## src/rtl/ooo_issue_ring.sv

```systemverilog
module ooo_issue_ring #(
  parameter int DEPTH   = 4,
  parameter int DATA_W  = 8,
  parameter int OP_W    = 3,
  parameter int REG_W   = 3,
  parameter int CAUSE_W = 2,
  localparam int IDX_W  = $clog2(DEPTH),
  localparam int PTR_W  = IDX_W + 1
) (
  input  logic               clk,
  input  logic               rst_n,
  input  logic               alloc_valid,
  output logic               alloc_ready,
  output logic [IDX_W-1:0]   alloc_tag,
  input  logic [OP_W-1:0]    alloc_op,
  input  logic               alloc_a_ready,
  input  logic [DATA_W-1:0]  alloc_a,
  input  logic               alloc_b_ready,
  input  logic [DATA_W-1:0]  alloc_b,
  input  logic               alloc_wr,
  input  logic [REG_W-1:0]   alloc_dest,
  output logic               issue_valid,
  output logic [IDX_W-1:0]   issue_tag,
  output logic [OP_W-1:0]    issue_op,
  output logic [DATA_W-1:0]  issue_a,
  output logic [DATA_W-1:0]  issue_b,
  input  logic               done_valid,
  input  logic [IDX_W-1:0]   done_tag,
  input  logic [DATA_W-1:0]  done_data,
  input  logic [CAUSE_W-1:0] done_cause,
  output logic               retire_valid,
  output logic [IDX_W-1:0]   retire_tag,
  output logic               retire_wr,
  output logic [REG_W-1:0]   retire_dest,
  output logic [DATA_W-1:0]  retire_data,
  output logic [CAUSE_W-1:0] retire_cause,
  output logic               retire_exc
);

  logic [PTR_W-1:0] head_q, tail_q;
  logic [DEPTH-1:0] use_q, exec_q, done_q, pa_q, pb_q, wr_q;
  logic [DATA_W-1:0] va_q [DEPTH];
  logic [DATA_W-1:0] vb_q [DEPTH];
  logic [DATA_W-1:0] res_q [DEPTH];
  logic [OP_W-1:0]   op_q [DEPTH];
  logic [REG_W-1:0]  dest_q [DEPTH];
  logic [CAUSE_W-1:0] cause_q [DEPTH];

  wire [IDX_W-1:0] head_idx = head_q[IDX_W-1:0];
  wire [IDX_W-1:0] tail_idx = tail_q[IDX_W-1:0];
  wire full = (head_idx == tail_idx) && (head_q[IDX_W] != tail_q[IDX_W]);
  wire [DEPTH-1:0] eligible = use_q & ~exec_q & pa_q & pb_q;

  assign retire_valid = use_q[head_idx] & done_q[head_idx];
  assign retire_tag   = head_idx;
  assign retire_wr    = wr_q[head_idx];
  assign retire_dest  = dest_q[head_idx];
  assign retire_data  = res_q[head_idx];
  assign retire_cause = cause_q[head_idx];
  assign retire_exc   = retire_valid & (|cause_q[head_idx]);

  assign alloc_ready = !full && !retire_exc;
  assign alloc_tag   = tail_idx;
  wire alloc_fire    = alloc_valid && alloc_ready;

  wire a_hit = done_valid && (alloc_a[IDX_W-1:0] == done_tag);
  wire b_hit = done_valid && (alloc_b[IDX_W-1:0] == done_tag);

  logic [IDX_W-1:0] pick;
  always_comb begin
    issue_valid = 1'b0;
    pick = '0;
    for (int k = DEPTH - 1; k >= 0; k--) begin
      logic [IDX_W-1:0] j;
      j = head_idx + IDX_W'(k);
      if (eligible[j]) begin
        issue_valid = 1'b1;
        pick = j;
      end
    end
  end

  assign issue_tag = pick;
  assign issue_op  = op_q[pick];
  assign issue_a   = va_q[pick];
  assign issue_b   = vb_q[pick];

  always_ff @(posedge clk) begin
    if (!rst_n) begin
      head_q <= '0;
      tail_q <= '0;
      use_q  <= '0;
      exec_q <= '0;
      done_q <= '0;
      pa_q   <= '0;
      pb_q   <= '0;
    end else begin
      for (int i = 0; i < DEPTH; i++) begin
        if (done_valid && use_q[i] && !pa_q[i] && va_q[i][IDX_W-1:0] == done_tag) begin
          pa_q[i] <= 1'b1;
          va_q[i] <= done_data;
        end
        if (done_valid && use_q[i] && !pb_q[i] && vb_q[i][IDX_W-1:0] == done_tag) begin
          pb_q[i] <= 1'b1;
          vb_q[i] <= done_data;
        end
      end
      if (issue_valid) exec_q[pick] <= 1'b1;
      if (done_valid) begin
        done_q[done_tag]  <= 1'b1;
        res_q[done_tag]   <= done_data;
        cause_q[done_tag] <= done_cause;
      end
      if (alloc_fire) begin
        use_q[tail_idx]  <= 1'b1;
        exec_q[tail_idx] <= 1'b0;
        done_q[tail_idx] <= 1'b0;
        op_q[tail_idx]   <= alloc_op;
        wr_q[tail_idx]   <= alloc_wr;
        dest_q[tail_idx] <= alloc_dest;
        pa_q[tail_idx]   <= alloc_a_ready | a_hit;
        va_q[tail_idx]   <= alloc_a_ready ? alloc_a : (a_hit ? done_data : alloc_a);
        pb_q[tail_idx]   <= alloc_b_ready | b_hit;
        vb_q[tail_idx]   <= alloc_b_ready ? alloc_b : (b_hit ? done_data : alloc_b);
        tail_q <= tail_q + PTR_W'(1);
      end
      if (retire_valid) begin
        use_q[head_idx] <= 1'b0;
        head_q <= head_q + PTR_W'(1);
        if (retire_exc) begin
          use_q  <= '0;
          tail_q <= head_q + PTR_W'(1);
        end
      end
    end
  end

  a_r1_occupancy_bound: assert property (@(posedge clk) disable iff (!rst_n)
    (tail_q - head_q) <= PTR_W'(DEPTH));

  a_r1_full_blocks: assert property (@(posedge clk) disable iff (!rst_n)
    (alloc_valid && !alloc_ready && !retire_exc) |=> tail_q == $past(tail_q));

  a_r2_no_double_issue: assert property (@(posedge clk) disable iff (!rst_n)
    issue_valid |=> !(issue_valid && issue_tag == $past(issue_tag)));

  a_r4_done_targets_issued: assert property (@(posedge clk) disable iff (!rst_n)
    done_valid |-> (use_q[done_tag] && exec_q[done_tag]));

  a_r6_retire_advances: assert property (@(posedge clk) disable iff (!rst_n)
    (retire_valid && !retire_exc) |=> head_q == $past(head_q) + PTR_W'(1));

  a_r7_flush_empties: assert property (@(posedge clk) disable iff (!rst_n)
    retire_exc |=> (head_q == tail_q) && (use_q == '0));

endmodule

```

## config.mk

```make
export PLATFORM = sky130hd
export DESIGN_NAME = ooo_issue_ring
export DESIGN_NICKNAME = d
export VERILOG_FILES = /design/src/rtl/ooo_issue_ring.sv
export SDC_FILE = /design/constraint.sdc
export NUM_CORES = 1
export LEC_CHECK = 0
export ABC_AREA = 1
export BUFFER_PORTS_ARGS = -buffer_cell sky130_fd_sc_hd__buf_2
export CORE_MARGIN = 5
export CORE_UTILIZATION = 28
export DETAILED_ROUTE_END_ITERATION = 8
export GPL_TIMING_DRIVEN = 0
export PLACE_DENSITY_LB_ADDON = 0.08
export SYNTH_ARGS = -nofsm -noshare
export SYNTH_HDL_FRONTEND = slang
export SYNTH_SLANG_ARGS = --single-unit
```

## constraint.sdc

```tcl
create_clock -name clk -period 4.29 [get_ports clk]
set_input_delay 0.6435 -clock clk [delete_from_list [all_inputs] [get_ports clk]]
set_output_delay 0.6435 -clock clk [all_outputs]
set_load 0.02 [all_outputs]
```

### After elaboration in Yosys (flattened, before gate mapping)

Memories as Yosys holds them, arrays and structs flattened. A register that Yosys moved wholly into a read port is not among the register bits.
Index checks and enable logic that the tools add are counted.
W data, S select, Z words.

* register bits: 30
* memory bits (writable): 128
* bits of input ports: 41
* word-level logic and storage cells: 203
* memories kept: 6

* $add $sub $neg: 5
* order comparisons: 11
* equality and inequality tests: 12
* mux-type cells: 104
* bitwise logic cells: 16
* reduce and logical (&&, ||, !) cells: 41

Memory list
* res_q: depth 4, width 8, read ports 1, clocked after Yosys merged registers in 1, write ports 1, RTL line 44 `logic [DATA_W-1:0] res_q [DEPTH];`
* va_q: depth 4, width 8, read ports 5, clocked after Yosys merged registers in 0, write ports 5, RTL line 42 `logic [DATA_W-1:0] va_q [DEPTH];`
* vb_q: depth 4, width 8, read ports 5, clocked after Yosys merged registers in 0, write ports 5, RTL line 43 `logic [DATA_W-1:0] vb_q [DEPTH];`
* dest_q: depth 4, width 3, read ports 1, clocked after Yosys merged registers in 1, write ports 1, RTL line 46 `logic [REG_W-1:0] dest_q [DEPTH];`
* op_q: depth 4, width 3, read ports 1, clocked after Yosys merged registers in 0, write ports 1, RTL line 45 `logic [OP_W-1:0] op_q [DEPTH];`
* cause_q: depth 4, width 2, read ports 1, clocked after Yosys merged registers in 1, write ports 1, RTL line 47 `logic [CAUSE_W-1:0] cause_q [DEPTH];`

Operators with widths (count)
* $mux W1: 61
* $mux W4: 12
* $mux W8: 4
* $logic_and A1 B1 Y1: 29
* $and A4 B4 Y4: 6
* $eq A2 B2 Y1: 11
* $lt A2 B3 Y1 const B: 7
* $mux W2: 10
* $bmux W1 S2: 7
* $bwmux W4: 3
* $not A4 Y4: 3
* $or A4 B4 Y4: 3
* $logic_not A1 Y1: 10
* $mux W3: 3
* $demux W1 S2: 4
* $ge A2 B1 Y1 const B: 4
* $add A3 B1 Y3 const B: 2
* $add A2 B2 Y2 const B: 2
* $add A2 B1 Y2 const B: 1
* $and A1 B1 Y1: 2
* $or A1 B1 Y1: 2
* $reduce_and A2 Y1: 1
* $reduce_or A2 Y1: 1
* $ne A1 B1 Y1: 1

### Logic depth before layout (Yosys ltp)

Gate-level depths: netlist (run 1).

* depth after elaboration: 19
* mapped depth: 16

### Least setup slack after synthesis (run 1)

No wires, ideal clock.

* path kind: register to output
* start point: register head_q[0]
* end point: output issue_op[1]
* data arrival time: 2.001 ns
* slack: 1.645 ns
* stages on the path, launching flop included: 16
* buffers on the path: 2
* path through: dfxtp_1 inv_2 buf_4 ha_1 inv_1 nand2_1 nand2_1 inv_1 nand2_1 nand2_1 nand2_1 clkbuf_1 nand3_1 nand2_1 nand2_1 nand2_1

* cells in the longest elaborated chain, start to end: 8
* elaborated cells between the ends (all ways): 16

Ends and longest elaborated chain
* start: declaration: RTL line 40 `logic [PTR_W-1:0] head_q, tail_q;`
* start signal: assignment: RTL line 129 `head_q <= head_q + PTR_W'(1);`
* $add A2 B2 Y2: RTL line 75 `j = head_idx + IDX_W'(k);`
* $bmux W1 S2: RTL line 76 `if (eligible[j]) begin`
* $mux W1 (not written as such): RTL line 76
* $mux W2 (3 in a row): RTL line 76
* $mux W2 *: RTL line 76
* $mem_v2 Z4 W3 *
* end: declaration: RTL line 24 `output logic [OP_W-1:0] issue_op,`

Every way passes the cells marked *; elsewhere a longest branch is shown, timed or not. The select of a mux whose other input is x is not followed.

### Worst setup path after layout (run 1)

* start point: register head_q[1]
* end point: output issue_a[2]

* cells in the longest elaborated chain, start to end: 8
* elaborated cells between the ends (all ways): 16

Ends and longest elaborated chain
* $add A2 B2 Y2: RTL line 75
* $bmux W1 S2: RTL line 76
* $mux W1 (not written as such): RTL line 76
* $mux W2 (3 in a row): RTL line 76
* $mux W2 *: RTL line 76
* $mem_v2 Z4 W8 *
* end: declaration: RTL line 25 `output logic [DATA_W-1:0] issue_a,`

Marked as above.

==> results of run 1 <==
cell usage after synthesis:
master	n	area share, %
nand2_1	200	9.3
nand3b_1	17	1.6
nor2_2	1	0.078
nand3_2	3	0.37
o21ai_1	66	4.1
nand2_8	2	0.50
buf_2	10	0.62
buf_6	8	1.1
o2111ai_1	3	0.33
or4_1	1	0.093
o21ai_0	43	2.7
inv_4	4	0.31
a21oi_2	1	0.11
buf_12	1	0.25
buf_4	12	1.1
or3b_2	1	0.11
nand2_2	6	0.47
o22ai_1	14	1.1
nand3_4	4	0.87
mux2i_1	15	1.9
clkinv_1	1	0.047
buf_1	1	0.047
inv_2	7	0.33
and2_4	1	0.11
dfxtp_1	28	7.0
ha_1	8	1.2
a21oi_1	33	2.1
nand3_1	70	4.3
xor2_1	1	0.11
buf_8	2	0.37
edfxtp_1	132	49
inv_1	62	2.9
nor2_1	61	2.8
xnor2_1	12	1.3
clkbuf_1	11	0.51
nand2_4	4	0.56
inv_6	1	0.11
routing by layer:
layer	vias up	GRT usage, %
li1	3104	-
met1	2962	22.9
met2	144	26.6
met3	35	3.27
met4	0	4.85
met5	-	0
stage by stage:
stage,setup slack (ns),power (mW)
final,0.355,3.84
after global routing,0.0103,4.00
after CTS,0.262,3.88
after detailed placement,0.746,2.38
after global placement,0.730,2.38
after floorplan,1.65,2.17
registers in the layout, summed over array words and instances (netlist names), named ones only:
signal / cells
cause_q: 8
dest_q: 12
done_q: 4
exec_q: 4
head_q: 3
op_q: 12
pa_q: 4
pb_q: 4
res_q: 32
tail_q: 3
use_q: 4
va_q: 32
vb_q: 32
wr_q: 4
worst reg2reg max path: stages (launching register included):
cell	delay (ns)
dfxtp_1	0.48
inv_2	0.12
nand3_1	0.11
nand3_2	0.10
nand2_4	0.13
inv_6	0.06
nand2_4	0.09
and2_4	0.15
buf_12	0.13
nand3_4	0.17
a21oi_1	1.06
worst max path at each step:
| stage | slack [ns] | depth (start not counted) | end | startpoint |
|---|---|---|---|---|
| after floorplan | 1.65 | 15 | issue_op[1] | head_q[0]$_SDFFE_PN0N_ |
| after global placement | 0.73 | 13 | issue_a[2] | head_q[1]$_SDFFE_PN0N_ |
| after detailed placement | 0.75 | 13 | issue_a[2] | head_q[1]$_SDFFE_PN0N_ |
| after CTS | 0.26 | 13 | issue_a[2] | head_q[1]$_SDFFE_PN0N_ |
| after global routing | 0.01 | 13 | issue_a[2] | head_q[1]$_SDFFE_PN0N_ |
| final | 0.35 | 15 | issue_a[2] | head_q[1]$_SDFFE_PN0N_ |
power groups by stage:
stage / registers (mW) / clock network (mW) / logic (mW)
6_report: 1.81 / 1.50 / 0.527
5_1_grt: 1.82 / 1.59 / 0.590
4_1_cts: 1.81 / 1.53 / 0.538
3_5_place_dp: 1.85 / 0 / 0.536
3_3_place_gp: 1.85 / 0 / 0.538
2_1_floorplan: 1.83 / 0 / 0.341
cells in the final DEF, fill, tap and decap left out, types with 2 or more instances in the layout:
| cell | n |
|---|---|
| inv_6 | 5 |
| o21ai_1 | 66 |
| buf_2 | 91 |
| nand2_1 | 200 |
| nand3_4 | 4 |
| inv_4 | 4 |
| a21oi_1 | 33 |
| nor2_1 | 61 |
| nand3b_1 | 17 |
| inv_1 | 62 |
| inv_8 | 6 |
| edfxtp_1 | 132 |
| nand3_2 | 3 |
| nand2_2 | 6 |
| o22ai_1 | 14 |
| mux2i_1 | 15 |
| clkbuf_16 | 17 |
| buf_8 | 2 |
| clkinv_1 | 2 |
| dfxtp_1 | 28 |
| ha_1 | 8 |
| nand2_4 | 4 |
| buf_4 | 12 |
| clkbuf_1 | 12 |
| o2111ai_1 | 3 |
| inv_2 | 7 |
| xnor2_1 | 12 |
| nand2_8 | 2 |
| buf_6 | 8 |
| o21ai_0 | 43 |
| nand3_1 | 70 |
logic make-up after synthesis:
family	share of synthesized area (%)
multiplexers	1.86
buffers and inverters	7.72
AO/OA/AOI/OAI	10.3
AND/OR/NAND/NOR	21.2
flip-flops	56.2
adder cells (fa/ha/maj)	1.24
XOR/XNOR	1.41
layout make-up:
cell class / count / share of cell area (%)
flip-flops and latches: 160 / 47.6
well taps: 384 / 5.05
plain buffers: 45 / 3.42
inverters: 75 / 3.12
clock inverters: 14 / 1.46
repair buffers: 81 / 4.26
multi-input cells: 567 / 30.6
clock buffers: 18 / 4.51
==> flow_metrics.env, run 1 <==
export IMPL_status="finished clean"
export IMPL_cts_resized=0
export IMPL_cts_hold_buf=0
export IMPL_worstReg2RegEnd="vb_q[1][6]$_DFFE_PP_"
export IMPL_cts_clk_slew_worst_paths_ns=0.08
export IMPL_met1_length_um=12600
export IMPL_drive_above_1_share_pct=18.6
export IMPL_arrival_ns=3.29
export IMPL_met3_wirelength_um=1020
export IMPL_grt_usage_pct=16.6
export IMPL_required_ns=3.65
export IMPL_worst_pin_slew_ns=1.33
export IMPL_worstHoldStart="alloc_dest[2]"
export IMPL_vias_per_cell=4.65
export IMPL_r2r_cells=10
export IMPL_peakVddDrop_mv=0.224
export IMPL_top_layer="met4"
export IMPL_grt_setup_unrepaired="false"
export IMPL_fin_hold_ws_ns=0.422
export IMPL_grt_pass1_vias=6220
export IMPL_combPwrFrac_pct=13.7
export IMPL_p_seq_share_pct=47.2
export IMPL_hold_end="dest_q[0][2]$_DFFE_PP_"
export IMPL_yosysUniqueCellTypes=37
export IMPL_htree_levels=4
export IMPL_wire_per_inst_um=20.0
export IMPL_antenna_found_initial=0
export IMPL_dr_total_vias=6245
export IMPL_diodes=0
export IMPL_post_place_cells=1312
export IMPL_postRouteWirelength_um=26900
export IMPL_synthCells=847
export IMPL_syn_num_nets=896
export IMPL_drt_iter0_drc=408
export IMPL_hold_viol=0
export IMPL_start_kind="flip-flop"
export IMPL_dpl_instance_area_mm2=0.00894
export IMPL_cts_setup_buffers=0
export IMPL_portBuffers=81
export IMPL_drtPass1Iterations=5
export IMPL_p_clk_share_pct=39.0
export IMPL_path_buf_inv=5
export IMPL_syn_avg_cell_area_um2=9.51
export IMPL_fmax_ghz=0.254
export IMPL_hold_class="in -> reg"
export IMPL_maxCapViolCount=0
export IMPL_tritoncts_num_buffers=17
export IMPL_drc=0
export IMPL_finClkSkew_ns=0.0156
export IMPL_pwr_density_cell_mw_per_mm2=404
export IMPL_final_cell_area_mm2=0.00951
export IMPL_multiInputGateArea_mm2=0.00291
export IMPL_fin_setup_tns_ns=0
export IMPL_antenna_left=0
export IMPL_cp_common_cell="nand2_1"
export IMPL_max_clock_path_buffers=2
export IMPL_syn_to_final_growth_pct=18.0
export IMPL_place_congestion=0.763
export IMPL_grt_pass1_wl_um=40200
export IMPL_num_fill_cells=3028
export IMPL_rrSetupSlack_ns=1.31
export IMPL_swShare_pct=29.2
export IMPL_fp_dieW_um=180
export IMPL_relSlewSlack_pct=11.0
export IMPL_wl_met2_um=12700
export IMPL_final_core_util_pct=33.3
export IMPL_start_util_pct=28.2
export IMPL_stdcell_count=1344
export IMPL_synth_warnings=0
export IMPL_leakagePower_nw=3.97
export IMPL_crit_family="simple AND/OR/NAND/NOR gates"
export IMPL_slowest_delay_ns=0.62
export IMPL_cts_root_buf="clkbuf_16"
export IMPL_ys_ff_latch=160
export IMPL_nets=996
export IMPL_path_class="reg -> out"
export IMPL_grt_max_degree=18
export IMPL_synthesis_area_mm2=0.00806
export IMPL_min_period_ns=3.94
export IMPL_design_die_area_mm2=0.0323
export IMPL_dp_hpwl_um=19300
export IMPL_holdPathStages=1
export IMPL_finalMaxSlewViolations=0
export IMPL_area_sequential_mm2=0.00452
export IMPL_crit_slowest_cell="dfxtp_1"
export IMPL_gr_total_overflow=0
export IMPL_die_h_um=180
export IMPL_fin_crit_sh_pct=91.7
export IMPL_cts_tree="yes"
export IMPL_core_mm2=0.0285
export IMPL_io_pins=84
export IMPL_rows=62
export IMPL_clk_latency_ns=0.44
export IMPL_r2r_start="head_q[0]$_SDFFE_PN0N_"
export IMPL_cts_sinks=160
export IMPL_endpoint_kind="output pin"
export IMPL_switchingPower_mw=1.12
export IMPL_p_int_mw=2.72
export IMPL_yosysSeqAreaShare_pct=56.2
export IMPL_path_cells="inv_2, ha_1, inv_1, nand2_1, nand2_1, inv_1, nand2_1, nand3_1, nand2_1, buf_2, nand2_1, nand2_1, nand2_1, nand2_1, buf_2"
export IMPL_crit_fanout=10
export IMPL_setup_viol=0
(Power assumes the default switching activity.)
==> run 2, diff against run 1 <==
CELL_PAD_IN_SITES_DETAIL_PLACEMENT = 0   (was not set)
CELL_PAD_IN_SITES_GLOBAL_PLACEMENT = 1   (was not set)
==> run 2 against run 1 <==
  * Cell count unchanged
  * Flip-flop and latch count unchanged
  * Count of clock-buffer cells in the layout down 1
  * Clock skew down 0.0022 ns
  * Hold slack better by 0.013 ns
  * Combinational power up 0.9%
  * Power up 1.8%
  * Clock power up 5%
  * First-iteration DRC count down 2.0%
  * Critical endpoint is now issue_op[2]
  * Highest routed layer is now met5
==> flow_metrics.env, run 2 (same netlist as run 1, synthesis figures left out) <==
export IMPL_r2r_cells=10
export IMPL_setup_ws_ns=0.296
export IMPL_fp_dieW_um=180
export IMPL_worstHoldStart="done_cause[1]"
export IMPL_p_seq_share_pct=46.3
export IMPL_peakVddDrop_mv=0.252
export IMPL_grt_usage_pct=17.0
export IMPL_setup_viol=0
export IMPL_core_mm2=0.0285
export IMPL_finalMaxSlewViolations=0
export IMPL_io_pins=84
export IMPL_endpoint_kind="output pin"
export IMPL_syn_to_final_growth_pct=18.6
export IMPL_grt_pass1_vias=6376
export IMPL_holdPathStages=1
export IMPL_fmax_ghz=0.250
export IMPL_required_ns=3.65
export IMPL_fin_crit_sh_pct=93.1
export IMPL_drt_iter0_drc=400
export IMPL_cts_hold_buf=0
export IMPL_combPwrFrac_pct=13.6
export IMPL_crit_slowest_cell="dfxtp_1"
export IMPL_drc=0
export IMPL_drive_above_1_share_pct=19.1
export IMPL_crit_fanout=11
export IMPL_final_common_cell="nand2_1"
export IMPL_path_cells="inv_2, buf_4, ha_1, inv_1, nand2_1, nand2_1, inv_1, nand2_1, nand3_1, nand2_1, buf_2, nand2_1, nand2_1, nand2_1, nand2_1, buf_2"
export IMPL_diodes=0
export IMPL_wire_per_inst_um=20.5
export IMPL_cts_setup_buffers=0
export IMPL_die_h_um=180
export IMPL_cp_common_cell="nand2_1"
export IMPL_drtPass1Iterations=5
export IMPL_hold_viol=0
export IMPL_worst_pin_slew_ns=1.39
export IMPL_maxCapViolCount=0
export IMPL_pwr_density_cell_mw_per_mm2=409
export IMPL_dr_total_vias=6249
export IMPL_leakagePower_nw=3.98
export IMPL_worstReg2RegEnd="vb_q[0][7]$_DFFE_PP_"
export IMPL_layout_common_cells="nand2_1, edfxtp_1, buf_2"
export IMPL_postRouteWirelength_um=27600
export IMPL_reg_top3="res_q x32, va_q x32, vb_q x32"
export IMPL_min_period_ns=3.99
export IMPL_gr_total_overflow=0
export IMPL_start_util_pct=28.2
export IMPL_p_clk_share_pct=40.1
export IMPL_grt_setup_unrepaired="false"
export IMPL_antenna_left=0
export IMPL_cts_root_buf="clkbuf_16"
export IMPL_fin_hold_ws_ns=0.435
export IMPL_vias_per_cell=4.65
export IMPL_start_kind="flip-flop"
export IMPL_nets=996
export IMPL_antenna_found_initial=1
export IMPL_finClkSkew_ns=0.0133
export IMPL_clk_latency_ns=0.43
export IMPL_hold_end="cause_q[0][1]$_DFFE_PP_"
export IMPL_p_int_mw=2.73
export IMPL_grt_max_degree=20
export IMPL_cts_sinks=160
export IMPL_fin_setup_tns_ns=0
export IMPL_cts_clk_slew_worst_paths_ns=0.07
export IMPL_dp_hpwl_um=19700
export IMPL_arrival_ns=3.35
export IMPL_grt_pass1_wl_um=41000
export IMPL_tritoncts_num_buffers=17
export IMPL_post_place_cells=1312
export IMPL_stdcell_count=1344
export IMPL_htree_levels=4
export IMPL_swShare_pct=30.0
export IMPL_portBuffers=81
export IMPL_dpl_worst_slack_ns=0.653
export IMPL_design_die_area_mm2=0.0323
export IMPL_r2r_start="head_q[0]$_SDFFE_PN0N_"
export IMPL_rrSetupSlack_ns=1.26
export IMPL_path_class="reg -> out"
export IMPL_hold_class="in -> reg"
export IMPL_cts_tree="yes"
export IMPL_switchingPower_mw=1.17
export IMPL_max_clock_path_buffers=2
export IMPL_status="finished clean"
export IMPL_place_congestion=0.775
export IMPL_slowest_delay_ns=0.48
export IMPL_relSlewSlack_pct=7.38
export IMPL_rows=62
[run 2: power groups by stage]
stage               Combinational (mW)  Clock (mW)  Sequential, mW
floorplan                        0.341           0            1.83
global placement                 0.542           0            1.85
detailed placement               0.541           0            1.85
CTS                              0.543        1.60            1.81
global route                     0.590        1.67            1.82
finish                           0.532        1.57            1.81
[run 2: layout make-up]
type | instances | area, um2
Fill cell | 3053 | 19000
Sequential cell | 160 | 4530
Multi-Input combinational cell | 567 | 2910
Tap cell | 384 | 480
Clock buffer | 17 | 425
Timing Repair Buffer | 81 | 405
Buffer | 45 | 327
Inverter | 75 | 297
Clock inverter | 15 | 186
[run 2: metal layers]
layer | global-route usage [%] | wire, um | vias up
met4 | 3.57 | 278 | 2
met5 | 0 | 7 | -
met1 | 23.6 | 13200 | 3028
li1 | - | - | 3092
met2 | 28.1 | 13200 | 116
met3 | 3.17 | 815 | 11
[run 2: what timing repair did]
item / 4_1_cts / 5_1_grt
gates resized for setup: 0 / 4
endpoints found under the hold margin: 0 / 0
endpoints found under the setup margin: 0 / 7
[run 2: worst max path at each step]
stage / start / to / cells after the start
after floorplan: head_q[0]$_SDFFE_PN0N_ / issue_op[1] / 15
after global placement: head_q[1]$_SDFFE_PN0N_ / issue_op[0] / 13
after detailed placement: head_q[1]$_SDFFE_PN0N_ / issue_op[2] / 14
after CTS: head_q[1]$_SDFFE_PN0N_ / issue_op[2] / 14
after global routing: head_q[0]$_SDFFE_PN0N_ / issue_op[0] / 16
final: head_q[0]$_SDFFE_PN0N_ / issue_op[2] / 16
[run 2: metrics by stage]
step           area (um2)  power (mW)  util, %
2_1_floorplan        8060        2.17        -
3_3_place_gp         8940        2.39     31.3
3_5_place_dp         8940        2.39     31.3
4_1_cts              9550        3.95     33.5
5_1_grt              9560        4.08     33.5
6_report             9560        3.91     33.5
[run 2: worst max-delay path, delay by kind of cell (launching register included)]
kind,cells,cell delay (ns)
adders and majority gates,1,0.35
buffers and inverters,6,1.04
DFF,1,0.48
and+or+nand+nor,9,1.05
==> run 3, diff against run 2 <==
CORE_MARGIN = 2   (was 5)
clock period = 4.2 ns   (was 4.29 ns; I/O delays follow)
==> run 3 against run 2 <==
  * Via count grew 0.30%
  * Hold slack lost 0.031 ns
  * Critical path type unchanged
  * Combinational power grew 3%
  * Utilization grew 0.18 points
  * Highest routed layer is now met4
==> flow_metrics.env, run 3 (same netlist as run 1, synthesis figures left out) <==
export IMPL_start_util_pct=28.2
export IMPL_fin_setup_tns_ns=0
export IMPL_dp_hpwl_um=19400
export IMPL_peakVddDrop_mv=0.271
export IMPL_nets=996
export IMPL_grt_pass1_vias=6327
export IMPL_required_ns=3.57
export IMPL_diodes=0
export IMPL_drc=0
export IMPL_hold_viol=0
export IMPL_endpoint_kind="output pin"
export IMPL_switchingPower_mw=1.28
export IMPL_grt_pass1_wl_um=41000
export IMPL_gr_total_overflow=0
export IMPL_arrival_ns=3.27
export IMPL_cts_tree="yes"
export IMPL_max_clock_path_buffers=2
export IMPL_antenna_left=0
export IMPL_crit_fanout=11
export IMPL_maxCapViolCount=0
export IMPL_design_die_area_mm2=0.0301
export IMPL_relSlewSlack_pct=10.9
export IMPL_leakagePower_nw=4.01
export IMPL_start_kind="flip-flop"
export IMPL_swShare_pct=31.1
export IMPL_cts_clk_slew_worst_paths_ns=0.09
export IMPL_hold_class="in -> reg"
export IMPL_tritoncts_num_buffers=17
export IMPL_grt_max_degree=23
export IMPL_combPwrFrac_pct=13.3
export IMPL_reg_top3="res_q x32, va_q x32, vb_q x32"
export IMPL_min_period_ns=3.90
export IMPL_cts_sinks=160
export IMPL_p_seq_share_pct=45.0
export IMPL_cts_resized=0
export IMPL_dr_total_vias=6268
export IMPL_htree_levels=4
export IMPL_place_congestion=0.782
export IMPL_cts_setup_buffers=0
export IMPL_drive_above_1_share_pct=19.5
export IMPL_p_clk_share_pct=41.7
export IMPL_r2r_start="head_q[0]$_SDFFE_PN0N_"
export IMPL_finClkSkew_ns=0.0203
export IMPL_fin_hold_ws_ns=0.405
export IMPL_fp_dieW_um=174
export IMPL_wire_per_inst_um=20.6
export IMPL_p_int_mw=2.83
export IMPL_io_pins=84
export IMPL_grt_usage_pct=18.8
export IMPL_postRouteWirelength_um=27600
export IMPL_core_mm2=0.0285
export IMPL_vias_per_cell=4.66
export IMPL_status="finished clean"
export IMPL_fin_crit_sh_pct=92.9
export IMPL_pwr_density_cell_mw_per_mm2=427
export IMPL_setup_viol=0
export IMPL_worst_pin_slew_ns=1.34
export IMPL_layout_common_cells="nand2_1, edfxtp_1, buf_2"
export IMPL_portBuffers=81
export IMPL_fmax_ghz=0.256
export IMPL_rows=62
export IMPL_grt_setup_unrepaired="false"
export IMPL_antenna_found_initial=0
export IMPL_cts_hold_buf=0
export IMPL_clk_latency_ns=0.45
export IMPL_die_h_um=174
export IMPL_worstHoldStart="alloc_dest[0]"
export IMPL_finalMaxSlewViolations=0
export IMPL_syn_to_final_growth_pct=19.3
export IMPL_drtPass1Iterations=5
export IMPL_final_common_cell="nand2_1"
export IMPL_cp_startpoint="head_q[0]$_SDFFE_PN0N_"
export IMPL_drt_iter0_drc=388
export IMPL_cts_root_buf="clkbuf_16"
export IMPL_path_class="reg -> out"
run 3: changes by cell type in the layout (fill, tap and decap cells not counted), sizes merged:
cell / change
clkinvlp: -2
buf: -1
clkbuf: +1
inv: +3
clkinv: -1
run 3: power groups by stage:
stage,Sequential (mW),Combinational [mW],Clock [mW]
CTS,1.85,0.554,1.74
finish,1.85,0.546,1.71
global route,1.86,0.606,1.80
floorplan,1.87,0.349,0
detailed placement,1.89,0.552,0
global placement,1.89,0.553,0
run 3: area by class of cell:
| type | instances | area, um2 |
|---|---|---|
| Clock buffer | 17 | 425 |
| Buffer | 45 | 329 |
| Fill cell | 3048 | 18900 |
| Tap cell | 384 | 480 |
| Multi-Input combinational cell | 567 | 2920 |
| Clock inverter | 15 | 230 |
| Timing Repair Buffer | 81 | 405 |
| Sequential cell | 160 | 4530 |
| Inverter | 75 | 297 |
run 3: worst max-delay path, stage by stage, from the launching register on:
cell,delay (ns)
dfxtp_1,0.48
inv_2,0.12
buf_4,0.20
ha_1,0.34
inv_1,0.10
nand2_1,0.09
nand2_1,0.05
inv_1,0.04
nand2_1,0.05
nand3_1,0.18
buf_4,0.25
buf_2,0.36
nand3b_1,0.14
nand3_1,0.11
nand2_1,0.12
buf_2,0.19
run 3: layer usage:
metal  part of all wire (%)  vias to the layer above  global-route usage [%]
met5                      0                        -                       0
met4                   0.98                        0                    4.24
met3                    3.0                       18                    2.59
met2                     48                      119                    31.1
met1                     48                     3041                    26.1
li1                       -                     3090                       -
run 3: final timing paths:
kind / slack (ns) / cells past startpoint / to
setup / recovery: 0.30 / 15 / issue_op[2]
hold / removal: 0.40 / 1 / dest_q[3][0]$_DFFE_PP_
setup reg to reg: 1.22 / 10 / vb_q[0][2]$_DFFE_PP_
hold reg to reg: 0.45 / 2 / exec_q[0]$_SDFF_PN0_
run 3: stage by stage:
step / area (um2) / cells / util (%) / power (mW) / setup slack, ns
2_1_floorplan: 8060 / 847 / - / 2.22 / 1.57
3_3_place_gp: 8940 / 1312 / 31.3 / 2.44 / 0.596
3_5_place_dp: 8940 / 1312 / 31.3 / 2.44 / 0.628
4_1_cts: 9600 / 1344 / 33.6 / 4.15 / 0.135
5_1_grt: 9610 / 1344 / 33.7 / 4.26 / 0.0287
6_report: 9610 / 1344 / 33.7 / 4.11 / 0.298
